<file path="src/rtl/scsi_sel_detect.sv">
module scsi_sel_detect #(
  parameter int unsigned SETTLE_CYCLES = 16,
  parameter int unsigned ID_BITS       = 8,
  parameter int unsigned MAX_IDS       = 2
) (
  input  logic               clk,
  input  logic               rst_n,
  input  logic               sel_act,
  input  logic               bsy_act,
  input  logic               io_act,
  input  logic [ID_BITS-1:0] bus_data,
  input  logic [ID_BITS-1:0] sel_mask,
  input  logic               par_chk_en,
  input  logic               par_err,
  output logic               sel_irq,
  output logic               resel,
  output logic               sel_improper,
  output logic               id_overflow
);
  localparam int unsigned CNT_W = $clog2(SETTLE_CYCLES + 1);
  localparam logic [CNT_W-1:0] LAST = CNT_W'(SETTLE_CYCLES - 1);

  logic [CNT_W-1:0] cnt;
  logic             armed;
  logic             qual;
  logic             fire;
  logic             many;

  function automatic int unsigned popcnt(input logic [ID_BITS-1:0] v);
    int unsigned n = 0;
    for (int i = 0; i < int'(ID_BITS); i++) n += {31'd0, v[i]};
    return n;
  endfunction

  assign qual = sel_act && !bsy_act && (|(bus_data & sel_mask));
  assign fire = qual && armed && (cnt == LAST);
  assign many = popcnt(bus_data) > MAX_IDS;

  always_ff @(posedge clk) begin
    if (!rst_n) begin
      cnt          <= '0;
      armed        <= 1'b1;
      sel_irq      <= 1'b0;
      resel        <= 1'b0;
      sel_improper <= 1'b0;
      id_overflow  <= 1'b0;
    end else begin
      sel_irq <= 1'b0;
      if (!sel_act) armed <= 1'b1;
      if (!qual || !armed) begin
        cnt <= '0;
      end else if (fire) begin
        cnt          <= '0;
        armed        <= 1'b0;
        sel_irq      <= 1'b1;
        resel        <= io_act;
        sel_improper <= par_chk_en && par_err;
        id_overflow  <= many;
      end else begin
        cnt <= cnt + 1'b1;
      end
    end
  end

  a_r1_qualified: assert property (@(posedge clk) disable iff (!rst_n)
    sel_irq |-> $past(sel_act && !bsy_act && (|(bus_data & sel_mask))));

  a_r3_resel_from_io: assert property (@(posedge clk) disable iff (!rst_n)
    sel_irq |-> (resel == $past(io_act)));

  a_r4_mask_zero_quiet: assert property (@(posedge clk) disable iff (!rst_n)
    ($past(sel_mask) == '0) |-> !sel_irq);

  a_r6_single_pulse: assert property (@(posedge clk) disable iff (!rst_n)
    sel_irq |=> !sel_irq);

  a_r7_improper_from_parity: assert property (@(posedge clk) disable iff (!rst_n)
    sel_irq |-> (sel_improper == $past(par_chk_en && par_err)));

  a_r5_settle_bound: assert property (@(posedge clk) disable iff (!rst_n)
    cnt <= LAST);
endmodule

</file>
<file path="config.mk">
export PLATFORM = sky130hd
export DESIGN_NAME = scsi_sel_detect
export DESIGN_NICKNAME = d
export VERILOG_FILES = /design/src/rtl/scsi_sel_detect.sv
export SDC_FILE = /design/constraint.sdc
export NUM_CORES = 1
export LEC_CHECK = 0
export ABC_AREA = 1
export CAP_MARGIN = 20
export CELL_PAD_IN_SITES_DETAIL_PLACEMENT = 1
export CELL_PAD_IN_SITES_GLOBAL_PLACEMENT = 1
export CORE_UTILIZATION = 30
export CTS_BUF_LIST = sky130_fd_sc_hd__clkbuf_16
export DETAILED_ROUTE_END_ITERATION = 10
export GPL_TIMING_DRIVEN = 1
export PLACE_DENSITY = 0.81
export SLEW_MARGIN = 20
export SYNTH_ARGS = -nofsm -noshare
export SYNTH_HDL_FRONTEND = slang
export SYNTH_SLANG_ARGS = --single-unit
</file>
<file path="constraint.sdc">
create_clock -name clk -period 8.2 [get_ports clk]
set_input_delay 0.82 -clock clk [delete_from_list [all_inputs] [get_ports clk]]
set_output_delay 0.82 -clock clk [all_outputs]
set_load 0.005 [all_outputs]
</file>
* Yosys cells after proc, flatten, opt, wreduce, memory -nomap -nowiden
Cells that the tools add are included.
** Storage, ports and cells
- Flip-flop bits (word level) :: 10
- Bits in latches :: 0
- RAM bits :: 0
- Memory bits (read-only) :: 0
- Input bits :: 23
- Output and inout bits :: 4
- Word-level logic and storage cells :: 36
- Memories kept :: 0
** Operators by class
- $add $sub $neg :: 8
- $mul :: 0
- Divide/modulo/power cells :: 0
- Order comparisons :: 1
- Equality and inequality tests :: 1
- Shift operators :: 0
- Multiplexer cells :: 4
- Bitwise operators :: 3
- Reduce and logical (&&, ||, !) cells :: 13
** Operators by type and width (count)
- $add 7x1->8 :: 1
- $and 8x8->8 :: 1
- $gt 8x2->1 const B :: 1
- $reduce_or 8->1 :: 1
- $add 6x1->7 :: 1
- $add 5x1->6 :: 1
- $add 4x1->5 :: 1
- $add 5x1->5 const B :: 1
- $eq 5x4->1 const B :: 1
- $logic_and 1x1->1 :: 5
- $add 3x1->4 :: 1
- $mux 1 :: 4
- $add 2x1->3 :: 1
- $logic_not 1->1 :: 3
- $reduce_or 3->1 :: 1
- $add 1x1->2 :: 1
- $not 1->1 :: 2
- $reduce_and 2->1 :: 1
- $reduce_or 2->1 :: 1
- $logic_or 1x1->1 :: 1

* Longest topological paths before layout
Gate-level depths: netlist (run 1).
- Depth in word-level cells :: 8
- Depth in mapped cells :: 10
- Depth with buffers taken out :: 10

* Worst setup path after synthesis (run 1)
Ideal clock, no wire load.
- Path type :: input to register
- Start point :: input bus_data[0]
- End point :: register id_overflow
- Library setup time :: 120 ps
- Arrival :: 3407 ps
- Required time :: 8080 ps
- Slack :: 4673 ps
- Stages on the path :: 10
- Path buffers :: 0
- Path through :: fa_1 -> inv_1 -> fa_1 -> fa_1 -> inv_1 -> ha_1 -> fa_1 -> or2_2 -> a22oi_1 -> o21ai_1
** On the way
- Longest elaborated chain between the ends :: 8
- Elaborated cells between the ends (all ways) :: 17
- Those cells by class :: 7 x add/sub; 1 x order compare; 2 x bitwise; 7 x reduce/logical
** RTL lines
- start: declaration :: line 11 : input logic [ID_BITS-1:0] bus_data,
- $add 1x1->2 :: line 31 : for (int i = 0; i < int'(ID_BITS); i++) n += {31'd0, v[i]};
- $add 2x1->3 :: line 31
- $add 3x1->4 :: line 31
- $add 4x1->5 :: line 31
- $add 5x1->6 :: line 31
- $add 6x1->7 :: line 31
- $add 7x1->8 :: line 31
- $gt 8x2->1 :: line 37 : assign many = popcnt(bus_data) > MAX_IDS;
- end signal: assignment :: line 58 : id_overflow <= many;
- end: declaration :: line 18 : output logic id_overflow
Several ways; a longest one is shown, not always the timed one.
A chain may end at the register's enable or synchronous reset.

* Final worst setup path (run 1)
Ends and elaborated chain as after synthesis.

==> impl_results.md, run 1 <==
* # H-tree levels at 1
* DRC viols at 0
* CP Launch Point: bus_data[0]
* Worst Path Required at 8.32 ns
* Vias in the first global route at 596
* Seq cells post-synth at 10
* Largest cells by area after synthesis: dfxtp_1, fa_1, inv_1
* Global placer's final weighted congestion at 0.734
* Final ANT Viol Nets at 0
* Hold Startpoint: cnt[0]
* Sw Ratio at 22.1%
* Synthesized area at 628 um2
* Most common cell after layout, fill and taps aside: clkdlybuf4s50_1
* Synth warn at 0
* Worst slew margin at 82.6%
* Buf/Inv on CP at 3
* Clk network pwr share at 48.6%
* Syn_nets at 110
* Sink Count at 10
* RSZ-0062 raised after global routing: no
* Crit-path slowest cell: fa_1
* Pwr Density at 171 mW/mm2
* Post-CTS Setup Inserts at 0
* IO Pins at 27
* Post_cts resized at 0
* Cts bufs inserted at 3
* CP delay by family, top: adder cells
* Total number of vias at 603
* Endpoints failing hold at 0
* Register area at 200 um2
* Clk slew on worst S/H paths at 0.04 ns
* Final nets at 141
* Synthesis-to-finish area growth at 58.8%
* Die Area at between 0.002 and 0.0025 mm2
* # diodes at 0
* CTS tree: yes
* Pin count of the biggest net entering global routing at 7
* Max Slew Vio Count at 0
* Routed wire length per instance at between 10 and 15 um
* Setup TNS at 0 ns
* DR pass1 iterations at 2
* Synth area leader: dfxtp_1
* Comb pwr share at 22.5%
* # rows at 16
* DR vias/cell at 4.50
* Final period util at 48.0%
* Fill count at 247
* Critical path class: in2reg
* Sw Pwr at around 0.038 mW
* Critical Path, Cell by Cell: clkdlybuf4s50_1, fa_1, inv_1, fa_1, fa_1, inv_1, ha_1, fa_1, or2_2, a22oi_1, o21ai_1
* Global-route usage over all layers at 15.8%
* Outcome: complete, no violations
* Layout cells sized above 1 at roughly 7.5%
* Post-synth top area share at 31.9%
* FF-to-FF Start: cnt[0]
* Post-layout min period at 3.94 ns
* CP max stage delay at 0.55 ns
* First-pass GRT wire length at ~2.5 mm
* Clk root buf: clkbuf_16
* Worst Tran Pin Value at roughly 0.26 ns
* Die Y at 47.8 um
* Worst setup SP type: input port
* Die X at ~48 um
* Final Util at between 50% and 60%
* CP Capture Type: register
* Most frequent CP cell: fa_1
* Static Leak at around 0.46 nW
* Avg Synthesized Cell Area at a little over 8 um2
* Peak VDD IR at between 200 and 250 uV
* Seq/Total Area, Yosys at 31.9%
* Hold Path Class: reg2reg
* Grt total ovfl at 0
* Clk buf depth at 2
* Pint at 0.133 mW
* Drt total wl at 1.63 mm
* Area of the multi-input gates at 364 um2
* Crit path max fanout at 2
* Number of max-cap violations at 0
* Antenna violations before repair at 0
* Post-Syn Instances at 78
* Most frequent cells in the layout: clkdlybuf4s50_1, inv_1, nand2_1
* Hpwl dp at 1.34 mm
* Register share of total power at 28.9%
* Clk_lat worst skew at around 0.23 ns
* Initial Util at 32.0%
* Fmax at approximately 250 MHz
* Worst Skew at 0.00374 ns
* Port buffer count at 26
* Final setup vio count at 0
* Count of cell types in the netlist at 16
* Arr. time, crit path at 4.06 ns
* Iter 0 DRT Violations at 3
* Core box area at 0.00196 mm2
* Hold buffers post-CTS at 0
==> cell type report <==
type / instances / share of cell area (%)
inverter: 17 / 6.40
multi-input combinational: 51 / 36.5
tap: 27 / 3.39
clock buffer: 3 / 7.53
timing repair buffer: 26 / 26.1
sequential: 10 / 20.1
==> through the flow <==
| step | total power, mW | area (um2) | worst slack (ns) | hold WS (ns) | cells |
|---|---|---|---|---|---|
| 2_1_floorplan | 0.0701 | 628 | 4.67 | 0.418 | 78 |
| 3_3_place_gp | 0.0853 | 922 | 4.15 | 0.430 | 131 |
| 3_5_place_dp | 0.0887 | 922 | 4.00 | 0.460 | 131 |
| 4_1_cts | 0.174 | 997 | 4.25 | 0.475 | 134 |
| 5_1_grt | 0.181 | 997 | 4.17 | 0.497 | 134 |
| 6_report | 0.171 | 997 | 4.26 | 0.469 | 134 |
==> logic make-up after synthesis <==
family / Yosys count / synth area share [%]
fa+ha+maj: 9 / 22.7
compound gates: 5 / 4.38
simple gates: 36 / 29.5
buf+inv: 17 / 10.2
xor+xnor: 1 / 1.39
flops: 10 / 31.9
==> power by group through the flow <==
stage / clock network [mW] / logic (mW) / registers [mW]
6_report: 0.0831 / 0.0384 / 0.0494
5_1_grt: 0.0885 / 0.0428 / 0.0494
4_1_cts: 0.0852 / 0.0391 / 0.0494
3_5_place_dp: 0 / 0.0386 / 0.0501
3_3_place_gp: 0 / 0.0352 / 0.0501
2_1_floorplan: 0 / 0.0200 / 0.0501
==> synthesized netlist by cell type (all sizes together) <==
cell and n:
xor2 1, inv 17, nand2 17, fa 4, nand3 5, ha 5
dfxtp 10, nor2 8, nand4 3, nor3 1, o21ai 4, or2 1
nor3b 1, a22oi 1
==> sequential cells by signal, summed over array words and instances, names as in the netlist <==
signal,count
cnt,5
armed,1
id_overflow,1
resel,1
sel_improper,1
sel_irq,1
==> per-layer routing <==
layer | track usage [%] | vias up | part of all wire [%]
met3 | 7.55 | 0 | 5.8
met2 | 28.1 | 18 | 53
li1 | - | 304 | -
met4 | 0 | 0 | 0
met1 | 18.3 | 281 | 41
met5 | 0 | - | 0
==> worst register-to-register path: cells and delay by family (launching register included) <==
kind / cells / cell delay, ns
and+or+nand+nor: 4 / 0.44
adders and majority gates: 2 / 0.44
DFF: 1 / 0.36
AOI/OAI and AO/OA: 1 / 0.12
==> worst paths after layout <==
path,slack (ns),to,cells past startpoint
setup / recovery,4.26,id_overflow,11
hold / removal,0.47,cnt[0],1
setup reg to reg,6.73,armed,7
hold reg to reg,0.47,cnt[0],1
(Power assumes the default switching activity.)
==> run 2, diff against run 1 <==
- CORE_UTILIZATION: 30 -> 25
- PLACE_DENSITY: 0.81 -> 0.73
- clock period: 8.2 -> 3.5 ns (I/O delays scaled with it)
==> run 2 against run 1 <==
Total power is 140% higher. Register-to-register slack got worse by 4.7 ns. Die area grew 19%. Critical endpoint unchanged. Routed wire length shrank 2.0%. Final area increased by 2.3%. Sequential cell count did not move. Via count shrank 1.5%. Cell count increased by 3.0%.
==> impl_results.md, run 2 (synthesized netlist as in run 1, its figures left out) <==
* Outcome: complete, no violations
* Drt total wl at 1.60 mm (-2.0%)
* Critical path class: in2reg
* Die Y at 52.1 um (+9.2%)
* Placed insts at 134 (+2.3%)
* Final period util at between 90% and 100%
* RSZ-0062 raised after global routing: no
* IO Pins at 27 (unchanged)
* Critical Path, Cell by Cell: clkdlybuf4s50_1, fa_1, inv_1, fa_1, fa_1, inv_1, ha_1, fa_1, or2_2, a22oi_1, o21ai_1
* CP Capture Type: register
* Pin count of the biggest net entering global routing at 7 (unchanged)
* Clk slew on worst S/H paths at 0.04 ns (about the same)
* Most frequent CP cell: fa_1
* Worst setup SP type: input port
* # H-tree levels at 1 (unchanged)
* Worst Tran Pin Value at 0.310 ns (+0.0502 ns)
* Post_cts resized at 0 (unchanged)
* Total number of vias at 594 (-1.5%)
* Port buffer count at 26 (unchanged)
* Iter 0 DRT Violations at 3 (unchanged)
* CP max stage delay at 0.51 ns (-0.04 ns)
* Clk_lat worst skew at 0.24 ns (about the same)
* Post-layout min period at 3.37 ns
* Terminus of the critical flop-to-flop path: armed
* Finished Layout Cells at 138 (+3.0%)
* Most frequent cells in the layout: clkdlybuf4s50_1, inv_1, nand2_1
* Most common cell after layout, fill and taps aside: clkdlybuf4s50_1
* Final ANT Viol Nets at 0 (unchanged)
* Cts bufs inserted at 3 (unchanged)
* First-pass GRT wire length at 2.68 mm (+8.7%)
* # rows at 17 (+1)
* R2R cell count at 7 (unchanged)
* Antenna violations before repair at 0 (unchanged)
* Placement Setup Slack at -0.136 ns (-4.13 ns)
* Hold Path Class: reg2reg
* Max Slew Vio Count at 0 (unchanged)
* Fill count at 282 (+14%)
* Largest register by flop count: cnt
* Hold buffers post-CTS at 0 (unchanged)
* Worst setup margin at 0.126 ns (-4.13 ns)
* Die X at 52.1 um (+9.2%)
* Arr. time, crit path at 3.50 ns (-0.56 ns)
* Final setup vio count at 0 (unchanged)
* Worst Skew at 0.00206 ns (-0.00169 ns)
* Worst hold slack at 0.458 ns (-0.0105 ns)
* Final nets at 143 (+1.4%)
* Die Area at 0.00272 mm2 (+19%)
* Endpoints failing hold at 0 (unchanged)
* Number of max-cap violations at 0 (unchanged)
* Core box area at 0.00230 mm2 (+17%)
* Clk root buf: clkbuf_16
* Worst Path Required at 3.62 ns (-4.70 ns)
* Crit-path slowest cell: fa_1
* Hpwl dp at 1.34 mm (about the same)
* Global-route usage over all layers at 13.6% (-2.2 points)
* Fmax at 296 MHz
* DR vias/cell at 4.30 (-4.3%)
* Final Util at 44.4% (-6.4 points)
* Hold Path Stages at 1 (unchanged)
* Synthesis-to-finish area growth at 62.4%
* Pwr Density at 397 mW/mm2 (+130%)
* Peak VDD IR at 209 uV (-15%)
* Worst R2R Setup Slack at 2.05 ns (-4.68 ns)
* Initial Util at 27.3% (-4.7 points)
* FF-to-FF Start: cnt[0]
* Layout cells sized above 1 at 9.09% (+1.6 points)
* # diodes at 0 (unchanged)
* Clk buf depth at 2 (unchanged)
* CTS tree: yes
* Sink Count at 10 (unchanged)
* Post-route cell area at 0.00102 mm2 (+2.3%)
* Static Leak at 0.482 nW (+4.4%)
* Routed wire length per instance at 11.6 um (-4.8%)
* Buf/Inv on CP at 3 (unchanged)
* Hold Path Sink: cnt[0]
* Vias in the first global route at 660 (+11%)
* Post-CTS Setup Inserts at 0 (unchanged)
* CP delay by family, top: adder cells
* Crit path max fanout at 2 (unchanged)
* DR pass1 iterations at 4 (+2)
* Worst slew margin at 79.3% (-3.4 points)
* Grt total ovfl at 0 (unchanged)
* Hold Startpoint: cnt[0]
* Global placer's final weighted congestion at 0.695 (-5.4%)
* DRC viols at 0 (unchanged)
* Max reg flops at 5 (unchanged)
* Area post-placement at 938 um2 (+1.8%)
run 2: changes by cell type in the layout (fill, tap and decap cells not counted), sizes merged:
cell           previous run  this run
dlymetal6s2s              0         1
buf                       0         2
clkdlybuf4s50            26        25
clkinv                    0         1
run 2: cell type report:
type / count / area [um2] / area share, %
clock buffers: 3 / 75.1 / 7.36
clock inverters: 1 / 3.75 / 0.368
inverters: 17 / 63.8 / 6.26
multi-input cells: 51 / 364 / 35.7
flip-flops and latches: 10 / 200 / 19.6
well taps: 28 / 35.0 / 3.44
repair buffers: 28 / 278 / 27.2
run 2: power breakdown:
group	internal (mW)	switching (mW)
clock network	0.149	0.0508
registers	0.115	0.000469
logic	0.0499	0.0391
run 2: metrics by stage:
stage | power (mW) | setup TNS (ns)
floorplan | 0.164 | 0
global placement | 0.202 | -0.0849
detailed placement | 0.207 | -0.136
CTS | 0.411 | 0
global route | 0.429 | 0
finish | 0.405 | 0
run 2: worst max-delay path by stage:
stage                startpoint     endpoint  slack, ns  depth (start not counted)
finish              bus_data[1]  id_overflow       0.13                         11
floorplan           bus_data[0]  id_overflow       0.44                         10
global route        bus_data[1]  id_overflow       0.03                         11
CTS                 bus_data[0]  id_overflow       0.09                         11
detailed placement  bus_data[0]  id_overflow      -0.14                         11
global placement    bus_data[0]  id_overflow      -0.08                         11
run 2: per-layer routing:
layer / global-route usage, % / vias to the layer above / part of all wire [%]
li1: - / 304 / -
met2: 26.9 / 17 / 53
met4: 1.35 / 0 / 0.63
met1: 14.6 / 271 / 41
met3: 3.51 / 2 / 5.1
met5: 0 / - / 0
run 2: worst register-to-register path: cells and delay by family, from the launching register on:
family,cells,cell delay (ns)
AO/OA/AOI/OAI,1,0.13
adder cells (fa/ha/maj),2,0.40
flip-flops,1,0.35
AND/OR/NAND/NOR,4,0.44
==> run 3, diff against run 2 <==
- MAX_ROUTING_LAYER: not set -> met4
==> results of run 3 <==
Same layout as run 2: the final DEF is identical, and so are final timing and power.
Main changes from that run: final weighted congestion in routability-driven placement 0.695 -> 0.702; overall routing resource usage 13.6% -> 14.0%
